===== src/rtl/yuv_rgb_conv.sv =====
module yuv_rgb_conv #(
  parameter int CW         = 8,
  parameter int FRAC       = 10,
  parameter int CHROMA_OFS = 128,
  parameter int K_Y        = 1192,
  parameter int K_RV       = 1634,
  parameter int K_GU       = 401,
  parameter int K_GV       = 833,
  parameter int K_BU       = 2065
) (
  input  logic            clk,
  input  logic            rst_n,
  input  logic            in_valid,
  output logic            in_ready,
  input  logic            in_packed,
  input  logic [1:0]      in_order,
  input  logic            in_bgr,
  input  logic [4*CW-1:0] in_word,
  input  logic [CW-1:0]   in_y,
  input  logic [CW-1:0]   in_u,
  input  logic [CW-1:0]   in_v,
  output logic            out_valid,
  input  logic            out_ready,
  output logic [3*CW-1:0] out_pix
);
  localparam int PW = CW + FRAC + 4;
  localparam logic signed [PW-1:0] KY  = PW'(K_Y);
  localparam logic signed [PW-1:0] KRV = PW'(K_RV);
  localparam logic signed [PW-1:0] KGU = PW'(K_GU);
  localparam logic signed [PW-1:0] KGV = PW'(K_GV);
  localparam logic signed [PW-1:0] KBU = PW'(K_BU);
  localparam logic signed [PW-1:0] MAXV = PW'((1 << CW) - 1);
  localparam logic signed [CW:0]   COFS = (CW+1)'(CHROMA_OFS);

  logic en;
  assign en = !out_valid || out_ready;

  // packed word field split
  logic [CW-1:0] b0, b1, b2, b3, w_y0, w_y1, w_u, w_v;
  assign {b3, b2, b1, b0} = in_word;
  always_comb begin
    case (in_order)
      2'd0:    begin w_y0 = b0; w_u = b1; w_y1 = b2; w_v = b3; end
      2'd1:    begin w_y0 = b0; w_v = b1; w_y1 = b2; w_u = b3; end
      2'd2:    begin w_u = b0; w_y0 = b1; w_v = b2; w_y1 = b3; end
      default: begin w_v = b0; w_y0 = b1; w_u = b2; w_y1 = b3; end
    endcase
  end

  // second pixel of a packed word waits here
  logic          pend_vld, pend_bgr;
  logic [CW-1:0] pend_y, pend_u, pend_v;
  always_ff @(posedge clk) begin
    if (!rst_n) begin
      pend_vld <= 1'b0; pend_bgr <= 1'b0;
      pend_y <= '0; pend_u <= '0; pend_v <= '0;
    end else if (en) begin
      if (pend_vld) pend_vld <= 1'b0;
      else if (in_valid && in_packed) begin
        pend_vld <= 1'b1; pend_bgr <= in_bgr;
        pend_y <= w_y1; pend_u <= w_u; pend_v <= w_v;
      end
    end
  end

  assign in_ready = en && !pend_vld;

  logic          src_vld, src_bgr;
  logic [CW-1:0] src_y, src_u, src_v;
  assign src_vld = pend_vld || in_valid;
  assign src_bgr = pend_vld ? pend_bgr : in_bgr;
  assign src_y   = pend_vld ? pend_y : (in_packed ? w_y0 : in_y);
  assign src_u   = pend_vld ? pend_u : (in_packed ? w_u  : in_u);
  assign src_v   = pend_vld ? pend_v : (in_packed ? w_v  : in_v);

  // stage 1: offsets
  logic              v1, bgr1;
  logic [CW-1:0]     y1;
  logic signed [CW:0] u1, c1;
  always_ff @(posedge clk) begin
    if (!rst_n) begin
      v1 <= 1'b0; bgr1 <= 1'b0; y1 <= '0; u1 <= '0; c1 <= '0;
    end else if (en) begin
      v1 <= src_vld; bgr1 <= src_bgr; y1 <= src_y;
      u1 <= $signed({1'b0, src_u}) - COFS;
      c1 <= $signed({1'b0, src_v}) - COFS;
    end
  end

  // stage 2: products
  logic                 v2, bgr2;
  logic signed [PW-1:0] p_y, p_rv, p_gu, p_gv, p_bu;
  always_ff @(posedge clk) begin
    if (!rst_n) begin
      v2 <= 1'b0; bgr2 <= 1'b0;
      p_y <= '0; p_rv <= '0; p_gu <= '0; p_gv <= '0; p_bu <= '0;
    end else if (en) begin
      v2   <= v1; bgr2 <= bgr1;
      p_y  <= PW'($signed({1'b0, y1})) * KY;
      p_rv <= PW'(c1) * KRV;
      p_gu <= PW'(u1) * KGU;
      p_gv <= PW'(c1) * KGV;
      p_bu <= PW'(u1) * KBU;
    end
  end

  function automatic logic [CW-1:0] clip(input logic signed [PW-1:0] s);
    logic signed [PW-1:0] q;
    q = s >>> FRAC;
    if (q < 0)         clip = '0;
    else if (q > MAXV) clip = '1;
    else               clip = q[CW-1:0];
  endfunction

  logic [CW-1:0] ch_r, ch_g, ch_b;
  assign ch_r = clip(p_y + p_rv);
  assign ch_g = clip(p_y - p_gu - p_gv);
  assign ch_b = clip(p_y + p_bu);

  // stage 3: saturate and order
  always_ff @(posedge clk) begin
    if (!rst_n) begin
      out_valid <= 1'b0; out_pix <= '0;
    end else if (en) begin
      out_valid <= v2;
      out_pix   <= bgr2 ? {ch_b, ch_g, ch_r} : {ch_r, ch_g, ch_b};
    end
  end

  AST_HOLD_ON_STALL: assert property (@(posedge clk) disable iff (!rst_n)
    out_valid && !out_ready |=> out_valid && $stable(out_pix));
  AST_NO_ACCEPT_ON_STALL: assert property (@(posedge clk) disable iff (!rst_n)
    out_valid && !out_ready |-> !in_ready);
  AST_DROP_AFTER_TAKE: assert property (@(posedge clk) disable iff (!rst_n)
    $fell(out_valid) |-> $past(out_ready));
  AST_PACK_SECOND: assert property (@(posedge clk) disable iff (!rst_n)
    in_valid && in_ready && in_packed |=> !in_ready);
endmodule


===== config.mk =====
export PLATFORM = sky130hd
export DESIGN_NAME = yuv_rgb_conv
export DESIGN_NICKNAME = d
export VERILOG_FILES = /design/src/rtl/yuv_rgb_conv.sv
export SDC_FILE = /design/constraint.sdc
export NUM_CORES = 1
export LEC_CHECK = 0
export CAP_MARGIN = 10
export CORE_ASPECT_RATIO = 1.75
export CORE_MARGIN = 5
export CORE_UTILIZATION = 47
export CTS_CLUSTER_SIZE = 28
export DETAILED_ROUTE_END_ITERATION = 8
export PLACE_DENSITY = 0.7
export SLEW_MARGIN = 5
export SYNTH_ARGS = -nofsm -noshare
export SYNTH_HDL_FRONTEND = slang
export SYNTH_SLANG_ARGS = --single-unit

===== constraint.sdc =====
create_clock -name clk -period 10.95 [get_ports clk]
set_input_delay 2.7375 -clock clk [delete_from_list [all_inputs] [get_ports clk]]
set_output_delay 2.7375 -clock clk [all_outputs]
set_load 0.02 [all_outputs]

# Yosys cells after proc, flatten, opt, wreduce, memory -nomap -nowiden
# Index checks and enable logic that the tools add are counted.
[op_classes]
addsub = 6
n_mux = 20
n_reduce_logical = 9
magnitude_cmp = 6
mul = 5
n_eq_ne = 2
bitwise_logic = 1
[op_table]
columns = ["op", "count"]
rows = [
  ["8-bit 2-to-1 mux", 14],
  ["8-bit one-hot mux with 3 select lines", 2],
  ["22-bit adder", 2],
  ["22-bit subtractor", 2],
  ["9-bit by 11-bit multiplier with 20-bit output, second input constant", 2],
  ["12-bit by 9-bit greater-than comparator with 1-bit output, second input constant", 3],
  ["12-bit by 1-bit less-than comparator with 1-bit output, second input constant", 3],
  ["24-bit 2-to-1 mux", 1],
  ["9-bit by 13-bit multiplier with 22-bit output, second input constant", 1],
  ["9-bit by 10-bit multiplier with 19-bit output, second input constant", 1],
  ["8-bit by 8-bit subtractor with 9-bit output, second input constant", 2],
  ["8-bit by 8-bit multiplier with 16-bit output, second input constant", 1],
  ["1-bit 2-to-1 mux", 3],
  ["3-bit AND reduction", 1],
  ["2-bit by 1-bit equality test with 1-bit output, second input constant", 1],
  ["2-bit equality test, second input constant", 1],
  ["1-bit logical AND", 2],
  ["1-bit logical NOT", 2],
  ["2-bit logical NOT", 1],
  ["1-bit logical OR", 2],
  ["2-bit OR reduction", 1],
  ["1-bit inverter", 1],
]
[word_totals]
reg_bits = 187
out_inout_bits = 26
input_bits = 64

# Longest topological paths before layout
[logic_depth]
depth_word = 6
ltp_mapped = 19

# Worst setup path after synthesis
# Ideal clock, no wire load.
[synth_path]
path_type = "input -> output"
from = "input port out_ready"
to = "output port in_ready"
t_required_ps = 8213
path_slack_ps = 4947
arrival_ps = 3266
cell_stages = 3
cell_sequence = "nor2b_1 > clkbuf_1 > nor2_1"
[synth_between]
elab_chain_cells = 2
[synth_lines]
columns = ["element", "line", "rtl"]
rows = [
  ["from (decl)", "23", "input logic out_ready,"],
  ["1-bit logical OR", "36", "assign en = !out_valid || out_ready;"],
  ["1-bit logical AND", "66", "assign in_ready = en && !pend_vld;"],
  ["to (decl)", "14", "output logic in_ready,"],
]
# Every way passes these cells.

# Final worst setup path
# Ends and elaborated chain as after synthesis.

==> flow_metrics.tcl <==
set metrics [dict create \
    fin_nets 2131 \
    cts.reportedPaths.clkPinSlew_ns 0.07 \
    h-tree-depth 4 \
    avgRoutedWirePerCell_um 16.7 \
    max_freq_ghz 0.139 \
    tritoncts "done" \
    ys_dominant_reg_cell "dfxtp_1" \
    dr.pass1.iters 5 \
    dieArea_um2 35200 \
    final_cell_mix "nand2_1 (276), ha_1 (262), inv_1 (182)" \
    crit_family "buffers and inverters" \
    final.setup_skew_ns 0.0102 \
    cts_buffers 17 \
    slowest_delay_ns 0.65 \
    hold_path.class "reg -> reg" \
    cp.required_ns 8.21 \
    cp-end-kind "output port" \
    synth.distinct_cells 76 \
    diodes 0 \
    p_leak_nw 7.98 \
    yosys_warnings 0 \
    num_vias 11900 \
    drc 0 \
    detail-route-antenna-nets 0 \
    clock_latency_ns 0.45 \
    ctsResizeCount 0 \
    die_height_um 245 \
    synth_edf_count 0 \
    ys_async_sr_fraction 0 \
    fillers 2919 \
    grt_max_degree 114 \
    finalCritPeriodShare 0.657 \
    p_per_area_nw_per_um2 184 \
    multiInputGateArea_um2 10500 \
    path_buf_inv 3 \
    syn-num-nets 2085 \
    ys_seq_area_frac 0.224 \
    crit_chain "clkdlybuf4s50_1 -> nor2b_4 -> buf_4 -> nor2_1 -> clkdlybuf4s50_1" \
    rsz0062_at_grt "false" \
    start_util 0.472 \
    cp_common_cell "clkdlybuf4s50_1" \
    cts_buffer_depth 2 \
    viasPerCell 5.51 \
    period_needed_ns 7.19 \
    cts_hold_buffers 0 \
    setup_tns_ns 0 \
    place_congestion 0.904 \
    io_pins 90 \
    clockRootBuffer "clkbuf_16" \
    cp_data_arrival_time_ns 4.46 \
    yosys.area.top_type "dfxtp_1" \
    cts.sinks 165 \
    yosysTopAreaCellShare 0.224 \
    status "finished, final reports clean" \
    grt_first_pass_wirelength_mm 59.4 \
    drtIter0Drc 424 \
    grt_overflow_total 0 \
    seq_area_um2 3300 \
    drive_above_1_share 0.0460 \
    worst_pin_slew_ns 1.09 \
    cp-start-kind "input port" \
    cts_setup_buffers 0 \
    path_class "in -> out" \
    synth-seq-cells 165 \
    fp.coreArea_um2 31300 \
    num_rows 86 \
    cp_max_fo 41 \
    port_buffers 89 \
    grt_pass1_vias 12100 \
    power_w 0.00304 \
    finalHoldViolCount 0 \
    die_w_um 144 \
    synthTopCellsByArea "dfxtp_1 (22%), ha_1 (22%), fa_1 (7.9%)" \
    dpl.hpwl_mm 29.4 \
    relSlewSlack 0.272 \
    area_growth_pct 12.0 \
    maxCapViolations 0 \
    syn_inst 1701 \
    setup_violations 0 \
    antenna_found_initial 0 \
    ir_drop_mv 0.146 \
    synth_area_um2 14800 \
    slew_violations 0 \
    slowest_stage "clkdlybuf4s50_1" \
    grtUsageTotal 0.212 \
    mostFrequentLayoutCell "nand2_1" \
    wirelength_mm 35.9 \
    syn_avg_cell_area_um2 8.69 \
]
worst register-to-register path, delay by kind of cell, from the launching register on:
kind            cells  cell delay (ns)
compound gates      7             1.38
simple gates        1             0.33
flops               1             0.62
buf+inv             3             0.44
fa+ha+maj           5             2.22
stage by stage:
| stage | utilization | cell area (µm²) | std cells | setup WS (ns) | hold WS (ns) |
|---|---|---|---|---|---|
| final | 0.529 | 16600 | 2156 | 3.76 | 0.461 |
| after global routing | 0.529 | 16600 | 2156 | 3.68 | 0.482 |
| after CTS | 0.529 | 16600 | 2156 | 3.76 | 0.462 |
| after detailed placement | 0.510 | 16000 | 2124 | 3.78 | 0.446 |
| after global placement | 0.510 | 16000 | 2124 | 3.77 | 0.437 |
| after floorplan | - | 14800 | 1701 | 4.95 | 0.425 |
synthesized netlist by cell type (17+ instances only):
cell type,n
a21oi_1,80
nor3_1,17
inv_1,182
ha_1,262
a21o_1,25
o211a_1,28
nor2_1,32
xnor2_1,38
a21boi_0,73
clkbuf_1,64
o21ai_0,85
nand2_1,276
nand3_1,20
fa_1,58
mux2i_1,37
xor2_1,31
and2_1,27
dfxtp_1,165
sequential cells by signal, indices dropped and copies added, names as in the netlist, 8 cells and up:
signal and flops:
p_gv 20, y1 8, p_bu 15, p_gu 19
p_rv 16, c1 8, p_y 16, pend_v 8
out_pix 24, pend_u 8, pend_y 8, u1 8
cell type report:
cell class,instances,area share
timing repair buffer,98,0.0578
tap,396,0.0299
multi-input combinational,1282,0.636
clock inverter,14,0.00877
clock buffer,18,0.0265
inverter,183,0.0415
sequential,165,0.200
logic make-up after synthesis:
family / after synthesis / share of synthesized area
AOI/OAI and AO/OA: 415 / 0.194
DFF: 165 / 0.224
muxes: 54 / 0.0502
xor gates and xnor gates: 69 / 0.0409
buffers and inverters: 254 / 0.0651
and+or+nand+nor: 424 / 0.126
adders and majority gates: 320 / 0.300
final timing paths:
check / from / end / slack (ns) / cells past startpoint
max: out_ready / in_ready / 3.76 / 5
min: p_gu[15] / p_gu[15] / 0.46 / 2
max reg2reg: c1[7] / p_rv[20] / 5.85 / 16
min reg2reg: p_gu[15] / p_gu[15] / 0.46 / 2
where the power goes:
part	internal, W	switching [W]
registers	0.000712	0.000107
clock network	0.000326	0.000272
logic	0.000707	0.000920
total	0.00175	0.00130
layer usage:
metal | vias up | GRT usage | wire length [µm]
met3 | 96 | 0.0346 | 1280
li1 | 6008 | - | -
met4 | 0 | 0.127 | 2410
met5 | - | 0 | 0
met1 | 5549 | 0.220 | 13400
met2 | 217 | 0.389 | 18800
(Power assumes the default switching activity.)
